### src/rtl/rtc_cal_pkg.sv
package rtc_cal_pkg;
  localparam int NumRegs = 7;

  // strobes passed from control to datapath
  typedef struct packed {
    logic               tick;
    logic [NumRegs-1:0] load;
  } calStrobe_t;

  // one BCD step for a two-digit value (caller handles wrap)
  function automatic logic [7:0] bcdInc(input logic [7:0] v);
    if (v[3:0] == 4'h9) return {v[7:4] + 4'h1, 4'h0};
    else                return v + 8'h01;
  endfunction
endpackage

### src/rtl/rtc_cal_ctrl.sv
module rtc_cal_ctrl
  import rtc_cal_pkg::*;
#(
  parameter int PRESCALE = 32768
) (
  input  logic       clk,
  input  logic       rstN,
  input  logic       oscEn,
  input  logic       stopIn,
  input  logic       wrEn,
  input  logic [2:0] wrAddr,
  output calStrobe_t strb
);
  localparam int CntW = $clog2(PRESCALE);
  localparam logic [CntW-1:0] CntMax = CntW'(PRESCALE - 1);

  logic [CntW-1:0]    preCnt;
  logic               tickW;
  logic [NumRegs-1:0] loadVec;

  // a write or stop clears the prescaler; a write suppresses the tick
  assign tickW = oscEn && (preCnt == CntMax) && !stopIn && !wrEn;

  always_ff @(posedge clk) begin
    if (!rstN)                 preCnt <= '0;
    else if (stopIn || wrEn)   preCnt <= '0;
    else if (oscEn)            preCnt <= (preCnt == CntMax) ? '0 : preCnt + 1'b1;
  end

  for (genvar i = 0; i < NumRegs; i++) begin : g_ld
    assign loadVec[i] = wrEn && (wrAddr == 3'(i));
  end

  assign strb = '{tick: tickW, load: loadVec};

  // stop leaves the prescaler cleared
  a_r7_stop_clears: assert property (@(posedge clk) disable iff (!rstN)
    stopIn |=> (preCnt == '0));
  // a host write restarts the prescaler
  a_r8_write_clears: assert property (@(posedge clk) disable iff (!rstN)
    wrEn |=> (preCnt == '0));
endmodule

### src/rtl/rtc_cal_datapath.sv
module rtc_cal_datapath
  import rtc_cal_pkg::*;
(
  input  logic       clk,
  input  logic       rstN,
  input  calStrobe_t strb,
  input  logic [7:0] wrData,
  input  logic       lowVolt,
  input  logic [2:0] rdAddr,
  output logic [7:0] rdData
);
  logic [6:0] sec, minute;
  logic [5:0] hour, day;
  logic [2:0] wday;
  logic [4:0] mon;
  logic [7:0] year;
  logic       vlFlag, cent;

  logic       secWrap, minWrap, hourWrap, dayWrap, monWrap, yearWrap;
  logic       cMin, cHour, cDay, cMon, cYear, cCent;
  logic       leapYr;
  logic [1:0] mod4;
  logic [5:0] dayMax;

  // decimal year mod 4: 10 = 2 (mod 4), so tens*2 + ones
  assign mod4   = {year[4], 1'b0} + year[1:0];
  assign leapYr = (mod4 == 2'd0);

  always_comb begin
    case (mon)
      5'h02:                      dayMax = leapYr ? 6'h29 : 6'h28;
      5'h04, 5'h06, 5'h09, 5'h11: dayMax = 6'h30;
      default:                    dayMax = 6'h31;
    endcase
  end

  assign secWrap  = (sec == 7'h59);
  assign minWrap  = (minute == 7'h59);
  assign hourWrap = (hour == 6'h23);
  assign dayWrap  = (day == dayMax);
  assign monWrap  = (mon == 5'h12);
  assign yearWrap = (year == 8'h99);

  assign cMin  = strb.tick & secWrap;
  assign cHour = cMin & minWrap;
  assign cDay  = cHour & hourWrap;
  assign cMon  = cDay & dayWrap;
  assign cYear = cMon & monWrap;
  assign cCent = cYear & yearWrap;

  always_ff @(posedge clk) begin
    if (!rstN) begin
      sec <= '0; minute <= '0; hour <= '0; day <= 6'h01;
      wday <= '0; mon <= 5'h01; year <= '0; cent <= 1'b0; vlFlag <= 1'b1;
    end else begin
      if (strb.load[0])      sec <= wrData[6:0];
      else if (strb.tick)    sec <= secWrap ? '0 : 7'(bcdInc({1'b0, sec}));

      if (strb.load[1])      minute <= wrData[6:0];
      else if (cMin)         minute <= minWrap ? '0 : 7'(bcdInc({1'b0, minute}));

      if (strb.load[2])      hour <= wrData[5:0];
      else if (cHour)        hour <= hourWrap ? '0 : 6'(bcdInc({2'b0, hour}));

      if (strb.load[3])      day <= wrData[5:0];
      else if (cDay)         day <= dayWrap ? 6'h01 : 6'(bcdInc({2'b0, day}));

      if (strb.load[4])      wday <= wrData[2:0];
      else if (cDay)         wday <= (wday == 3'd6) ? 3'd0 : wday + 3'd1;

      if (strb.load[5])      mon <= wrData[4:0];
      else if (cMon)         mon <= monWrap ? 5'h01 : 5'(bcdInc({3'b0, mon}));

      if (strb.load[5])      cent <= wrData[7];
      else if (cCent)        cent <= ~cent;

      if (strb.load[6])      year <= wrData;
      else if (cYear)        year <= yearWrap ? '0 : bcdInc(year);

      if (lowVolt)           vlFlag <= 1'b1;
      else if (strb.load[0]) vlFlag <= wrData[7];
    end
  end

  always_comb begin
    case (rdAddr)
      3'd0:    rdData = {vlFlag, sec};
      3'd1:    rdData = {1'b0, minute};
      3'd2:    rdData = {2'b0, hour};
      3'd3:    rdData = {2'b0, day};
      3'd4:    rdData = {5'b0, wday};
      3'd5:    rdData = {cent, 2'b0, mon};
      3'd6:    rdData = year;
      default: rdData = 8'h00;
    endcase
  end

  // seconds wrap to 00 after 59
  a_r1_sec_wrap: assert property (@(posedge clk) disable iff (!rstN)
    (strb.tick && secWrap) |=> (sec == 7'h00));
  // weekday wraps 6 -> 0 on a day rollover
  a_r4_wday_wrap: assert property (@(posedge clk) disable iff (!rstN)
    (cDay && wday == 3'd6 && !strb.load[4]) |=> (wday == 3'd0));
  // year wraps 99 -> 00
  a_r5_year_wrap: assert property (@(posedge clk) disable iff (!rstN)
    cCent |=> (year == 8'h00));
  // century flips on year rollover
  a_r6_century_flip: assert property (@(posedge clk) disable iff (!rstN)
    cCent |=> (cent != $past(cent)));
  // voltage-low flag is sticky without a seconds write
  a_r9_vl_sticky: assert property (@(posedge clk) disable iff (!rstN)
    (vlFlag && !strb.load[0]) |=> vlFlag);
endmodule

### src/rtl/rtc_calendar.sv
module rtc_calendar
  import rtc_cal_pkg::*;
#(
  parameter int PRESCALE = 32768
) (
  input  logic       clk,
  input  logic       rstN,
  input  logic       oscEn,
  input  logic       stopIn,
  input  logic       lowVolt,
  input  logic       wrEn,
  input  logic [2:0] wrAddr,
  input  logic [7:0] wrData,
  input  logic [2:0] rdAddr,
  output logic [7:0] rdData
);
  calStrobe_t strb;

  rtc_cal_ctrl #(.PRESCALE(PRESCALE)) u_ctrl (
    .clk(clk), .rstN(rstN), .oscEn(oscEn), .stopIn(stopIn),
    .wrEn(wrEn), .wrAddr(wrAddr), .strb(strb)
  );

  rtc_cal_datapath u_dp (
    .clk(clk), .rstN(rstN), .strb(strb), .wrData(wrData),
    .lowVolt(lowVolt), .rdAddr(rdAddr), .rdData(rdData)
  );
endmodule

### config.mk
export PLATFORM = sky130hd
export DESIGN_NAME = rtc_calendar
export DESIGN_NICKNAME = d
export VERILOG_FILES = /design/src/rtl/rtc_cal_pkg.sv /design/src/rtl/rtc_cal_ctrl.sv /design/src/rtl/rtc_cal_datapath.sv /design/src/rtl/rtc_calendar.sv
export SDC_FILE = /design/constraint.sdc
export NUM_CORES = 1
export LEC_CHECK = 0
export BUFFER_PORTS_ARGS = -buffer_cell sky130_fd_sc_hd__clkbuf_2
export CORE_ASPECT_RATIO = 0.7
export CORE_MARGIN = 2
export CORE_UTILIZATION = 55
export DETAILED_ROUTE_END_ITERATION = 10
export GPL_ROUTABILITY_DRIVEN = 0
export PLACE_DENSITY = 0.69
export RECOVER_POWER = 25
export SETUP_SLACK_MARGIN = 0.2
export SYNTH_ARGS = -nofsm -noshare
export SYNTH_HDL_FRONTEND = slang
export SYNTH_SLANG_ARGS = --single-unit
export TNS_END_PERCENT = 100
### constraint.sdc
create_clock -name clk -period 3.9 [get_ports clk]
set_input_delay 0.195 -clock clk [delete_from_list [all_inputs] [get_ports clk]]
set_output_delay 0.195 -clock clk [all_outputs]
set_load 0.05 [all_outputs]
==> results of run 1 <==
[cell usage after synthesis (all sizes together), types with 5 or more instances]
cell type / count / area [um2]
nand3b: 7 / 52.55
nand4: 11 / 75.07
nand2: 50 / 187.7
and3: 7 / 43.79
inv: 20 / 75.07
nor2b: 7 / 43.79
o21ai: 42 / 210.2
a211oi: 14 / 105.1
nand3: 29 / 145.1
ha: 16 / 200.2
xor2: 12 / 105.1
xnor2: 14 / 122.6
a21oi: 37 / 185.2
nor2: 63 / 236.5
a311oi: 7 / 61.31
dfxtp: 59 / 1181
and2: 7 / 43.79
nor3: 21 / 110.1
a31oi: 12 / 75.07
mux2: 6 / 67.56
nand2b: 5 / 31.28
clkbuf: 27 / 101.4
mux2i: 10 / 100.1
buf: 7 / 36.28
nor3b: 8 / 65.06
or3: 7 / 48.80
[per-layer routing]
layer  routed length (um)  vias to the layer above  global-route usage [%]  part of all wire, %
li1                     -                     2032                       -                    -
met1                 5782                     1951                   46.45                   48
met2                 4944                      181                   42.96                   41
met3                 1260                       16                   9.269                   10
met4                  170                        0                   10.26                  1.4
met5                    0                        -                       0                    0
[path summary, 6_finish.rpt]
check	to	startpoint	depth (start not counted)
hold / removal	u_dp.vlFlag	lowVolt	2
setup / recovery	u_dp.year[2]	u_dp.mon[1]	7
setup reg to reg	u_dp.year[2]	u_dp.mon[1]	7
hold reg to reg	u_dp.vlFlag	u_dp.vlFlag	2
[final cells by class]
| class | count | area share (%) |
|---|---|---|
| clock buffers | 11 | 3.135 |
| well taps | 98 | 2.719 |
| flip-flops and latches | 59 | 26.19 |
| repair buffers | 29 | 3.080 |
| clock inverters | 5 | 1.165 |
| inverters | 20 | 1.665 |
| multi-input cells | 444 | 62.04 |
[kinds of logic after synthesis]
kind of cell    Yosys count
fa+ha+maj                16
simple gates            242
mux                      19
flops                    59
buf+inv                  54
xor+xnor                 26
compound gates          141
[sequential cells by signal, indices dropped and copies added (netlist names)]
signal / cells
u_dp.hour: 6
u_dp.cent: 1
u_dp.minute: 7
u_ctrl.preCnt: 15
u_dp.vlFlag: 1
u_dp.day: 6
u_dp.wday: 3
u_dp.year: 8
u_dp.mon: 5
u_dp.sec: 7
[power by group through the flow]
stage	Clock, mW	Sequential (mW)	Combinational (mW)
floorplan	0	0.646	0.121
global placement	0	0.660	0.159
global route	0.610	0.652	0.182
detailed placement	0	0.661	0.161
finish	0.572	0.649	0.164
CTS	0.581	0.647	0.162
[critical path, stage by stage, from the launching register on]
cell and delay, ns:
dfxtp_1 0.57, nor4b_2 0.47, a31oi_1 0.19, a21oi_1 0.27, xnor2_1 0.28, and3_1 0.58
nor4b_1 0.32, nor3_1 0.08
[through the flow]
stage	worst slack, ns	hold slack, ns
after floorplan	1.560	0.3051
final	1.002	0.04812
after global routing	0.7058	0.04390
after detailed placement	1.053	0.4215
after CTS	1.010	0.04591
after global placement	1.090	0.4126
==> impl_metrics.toml, run 1 <==
[layout]
final_util_pct = 61.33
diodes = 0
layout.nets = 599
final_cell_mix = "nor2_1, dfxtp_1, nand2_1, o21ai_0, a21oi_1"
multi_input_area_um2 = 2798
layout_commonest_cell = "nor2_1"
regArea_um2 = 1181
final_area_um2 = 4509
fillers = 712
syn2layout_area_growth_pct = 7.582
instances_no_fill = 666
drive_gt1_share_pct = 9.507

[global_route]
grt_pass1_vias = 3802
grt-ovfl-total = 0
grt_max_degree = 30
grt_pass1_wl_um = 20130
antenna_found_initial = 0
grt.total_usage_pct = 31.37

[clock_network]
worstSkewPairLatency_ns = 0.36
cts_hold_buf = 0
cts_tree = "done"
path_clk_slew_ns = 0.07
root_buffer = "clkbuf_8"
clock_path_buffers = 2
cts.htree.levels = 3
numCtsBuffers = 9
cts_setup_buffers = 0
cts_num_sinks = 59
cts.repair.resized = 0

[synth]
async_flop_share_pct = 0
syn_nets = 593
synth-edff-count = 0
netlist_instances = 557
ys_seq_area_share_pct = 28.18
yosysUniqueCellTypes = 60
synth-seq-cells = 59
synthSimpleGateAreaFrac_pct = 30.00
yosys_warnings = 0
synth-main-ff-cell = "dfxtp_1"
synth_top_family_by_area = "simple AND/OR/NAND/NOR gates"
synth_xor_area_share_pct = 5.433
synth_compound_area_share_pct = 20.93
synthMuxAreaShare_pct = 5.612
synthAdderAreaFrac_pct = 4.776
synth_area_um2 = 4192
syn_avg_cell_area_um2 = 7.525

[sta]
slew_violations = 0
finClkSkew_ns = 0.009435
fin_crit_sh_pct = 74.30
tns_ns = 0
max_freq_mhz = 345.1
setup_viol = 0
slew_headroom_pct = 10.11
worst_pin_slew_ns = 1.348
post-route-min-period_ns = 2.898
hold_viol_final = 0
rsz0062_at_grt = "no"

[power]
switching_share_pct = 28.86
p_leak_nw = 1.583
p_comb_share_pct = 11.9
power_density_nw_per_um2 = 307.1
ir_drop_mv = 0.1774
intPower_mw = 0.9851
finalPower_mw = 1.385
power_frac_clock_pct = 41.3
power.net_switching_mw = 0.3996
seq_power_share_pct = 46.9

[run]
max_cap_violations = 0

[placement]
dp.cells = 650
dp_hpwl_um = 8776
place_area_um2 = 4327
port_buffers = 27

[detailed_routing]
vias = 4180
antenna_left = 0
drc_errors = 0
viasPerCell = 6.276
routedWlPerCell_um = 18.26
drt_iter0_drc = 451
wirelength_um = 12160
firstDrtPassIters = 5

[setup_path]
cp_max_fo = 13
cp.arrival_ns = 3.13
cp-start-kind = "flop"
worstSetupPathType = "reg2reg"
rrSetupSlack_ns = 1.00
endpoint_kind = "flop"
required_ns = 4.13

[die]
die_h_um = 77.04
ios = 28
coreArea_um2 = 7352
die-area_um2 = 8347
die_x_um = 108.3
start_util_pct = 57.01
rows = 26

[min_path]
hold_path.class = "in2reg"

[outcome]
status = "finished clean"
(Power assumes the default switching activity.)
==> run 2, diff against run 1 <==
clock period = 2.68 ns   (was 3.9 ns; I/O delays follow)
==> run 2 against run 1 <==
Effect of this change: critical path depth did not move; worst setup slack got worse by 0.72 ns; sequential share of layout area down 0.99 points; largest cell class unchanged; sequential cell count unchanged; cell area is 4.5% higher; clock-buffer cell count is 1 higher; clock skew decreased by 0.0027 ns.
==> impl_metrics.toml, run 2 (synthesized netlist as in run 1, its figures left out) <==
[die]
coreArea_um2 = 7352
die_x_um = 108.3
ios = 28
die_h_um = 77.04
start_util_pct = 57.01
rows = 26
die-area_um2 = 8347

[setup_path]
endpoint_kind = "flop"
rrSetupSlack_ns = 0.28
crit_end = "u_dp.minute[4]"
required_ns = 2.94
critPathLaunch = "u_ctrl.preCnt[0]"
worstRegToRegCells = 7
cp_max_fo = 10
r2r-end = "u_dp.minute[4]"
r2r_start = "u_ctrl.preCnt[0]"
cp.arrival_ns = 2.66
worstSetupPathType = "reg2reg"
cp-start-kind = "flop"

[sta]
hold_viol_final = 0
fin_crit_sh_pct = 89.53
worst_pin_slew_ns = 0.7562
post-route-min-period_ns = 2.399
slew_headroom_pct = 49.20
finClkSkew_ns = 0.006704
setup_viol = 0
max_freq_mhz = 416.8
slew_violations = 0
rsz0062_at_grt = "yes"
tns_ns = 0

[detailed_routing]
wl_met3_um = 1350
firstDrtPassIters = 5
routedWlPerCell_um = 18.31
viasPerCell = 6.349
drt-met1-wl_um = 5784
drc_errors = 0
antenna_left = 0
drt_iter0_drc = 412
top_layer_used = "met4"
dr_wl_met2_um = 5102
vias = 4317
wirelength_um = 12450

[layout]
top_regs = "u_ctrl.preCnt x15, u_dp.year x8"
final_cell_mix = "nor2_1, dfxtp_1, nand2_1, o21ai_0, a21oi_1"
largest_reg_flops = 15
final_util_pct = 64.09
syn2layout_area_growth_pct = 12.42
diodes = 0
final_area_um2 = 4712
regMostFlops = "u_ctrl.preCnt"
layout.nets = 613
layout_commonest_cell = "nor2_1"
drive_gt1_share_pct = 14.43

[clock_network]
numCtsBuffers = 9
cts_num_sinks = 59
worstSkewPairLatency_ns = 0.36
cts.htree.levels = 3
cts_setup_buffers = 0
root_buffer = "clkbuf_8"
cts_tree = "done"
clock_path_buffers = 2
path_clk_slew_ns = 0.07

[outcome]
status = "finished clean"

[placement]
port_buffers = 27
dp_hpwl_um = 8976
place_area_um2 = 4424

[power]
power_density_nw_per_um2 = 441.6
ir_drop_mv = 0.4209
p_leak_nw = 1.687
finalPower_mw = 2.081

[global_route]
antenna_found_initial = 0
grt_pass1_vias = 3910
grt.total_usage_pct = 31.55
grt_pass1_wl_um = 20290
grt_max_degree = 29
grt-ovfl-total = 0

[run]
max_cap_violations = 0

[min_path]
hold_path.class = "in2reg"
run 2: changes by cell type in the layout (fill, tap and decap cells not counted), moves of 2 or more:
cell and delta:
buf_4 +13, clkbuf_1 -5, clkbuf_2 +3, clkbuf_8 +2, dfxtp_1 -3, dfxtp_2 +2
run 2: area by class of cell:
cell class / instances / area (um2)
multi-input cells: 444 / 2856
fillers: 653 / 2640
flip-flops and latches: 59 / 1187
repair buffers: 43 / 257.7
clock buffers: 12 / 165.2
well taps: 98 / 122.6
inverters: 20 / 75.07
clock inverters: 4 / 47.55
run 2: metrics by stage:
step	hold slack, ns	std cells	worst slack [ns]
2_1_floorplan	0.2441	557	0.3588
4_1_cts	0.06436	680	0.2043
5_1_grt	0.09423	680	0.1543
6_report	0.08674	680	0.2807
3_3_place_gp	0.3528	663	0.2366
3_5_place_dp	0.3555	663	0.1680
run 2: worst min-delay path by stage:
stage                     slack, ns  cells past startpoint  startpoint          end
after floorplan                0.24                      1     lowVolt  u_dp.vlFlag
after global placement         0.35                      2     lowVolt  u_dp.vlFlag
after detailed placement       0.36                      2     lowVolt  u_dp.vlFlag
after CTS                      0.06                      3   wrData[7]  u_dp.vlFlag
after global routing           0.09                      3   wrData[7]  u_dp.vlFlag
final                          0.09                      3   wrData[7]  u_dp.vlFlag
run 2: repair_timing:
action	in CTS	in global routing
endpoints found under the setup margin	6	25
hold buffers	1	0
resized for setup	3	13
pin swaps	0	1
hold endpoints to repair	1	0
run 2: power by group:
group | internal, mW | leakage (nW) | switching (mW)
combinational | 0.0921 | 1.10 | 0.167
clock | 0.502 | 0.108 | 0.383
sequential | 0.899 | 0.480 | 0.0374
total | 1.49 | 1.69 | 0.587
run 2: per-layer routing:
metal  up-vias  global-route usage (%)
li1       2067                       -
met1      2028                   46.94
met2       197                   44.40
met3        25                   8.673
met4         0                   8.333
met5         -                       0
run 2: critical path: stages, from the launching register on:
cell and delay [ns]:
dfxtp_4 0.37, ha_4 0.15, nand4_1 0.10, or3_4 0.37, or3_4 0.38, buf_4 0.17
or4_1 0.48, a311oi_2 0.27
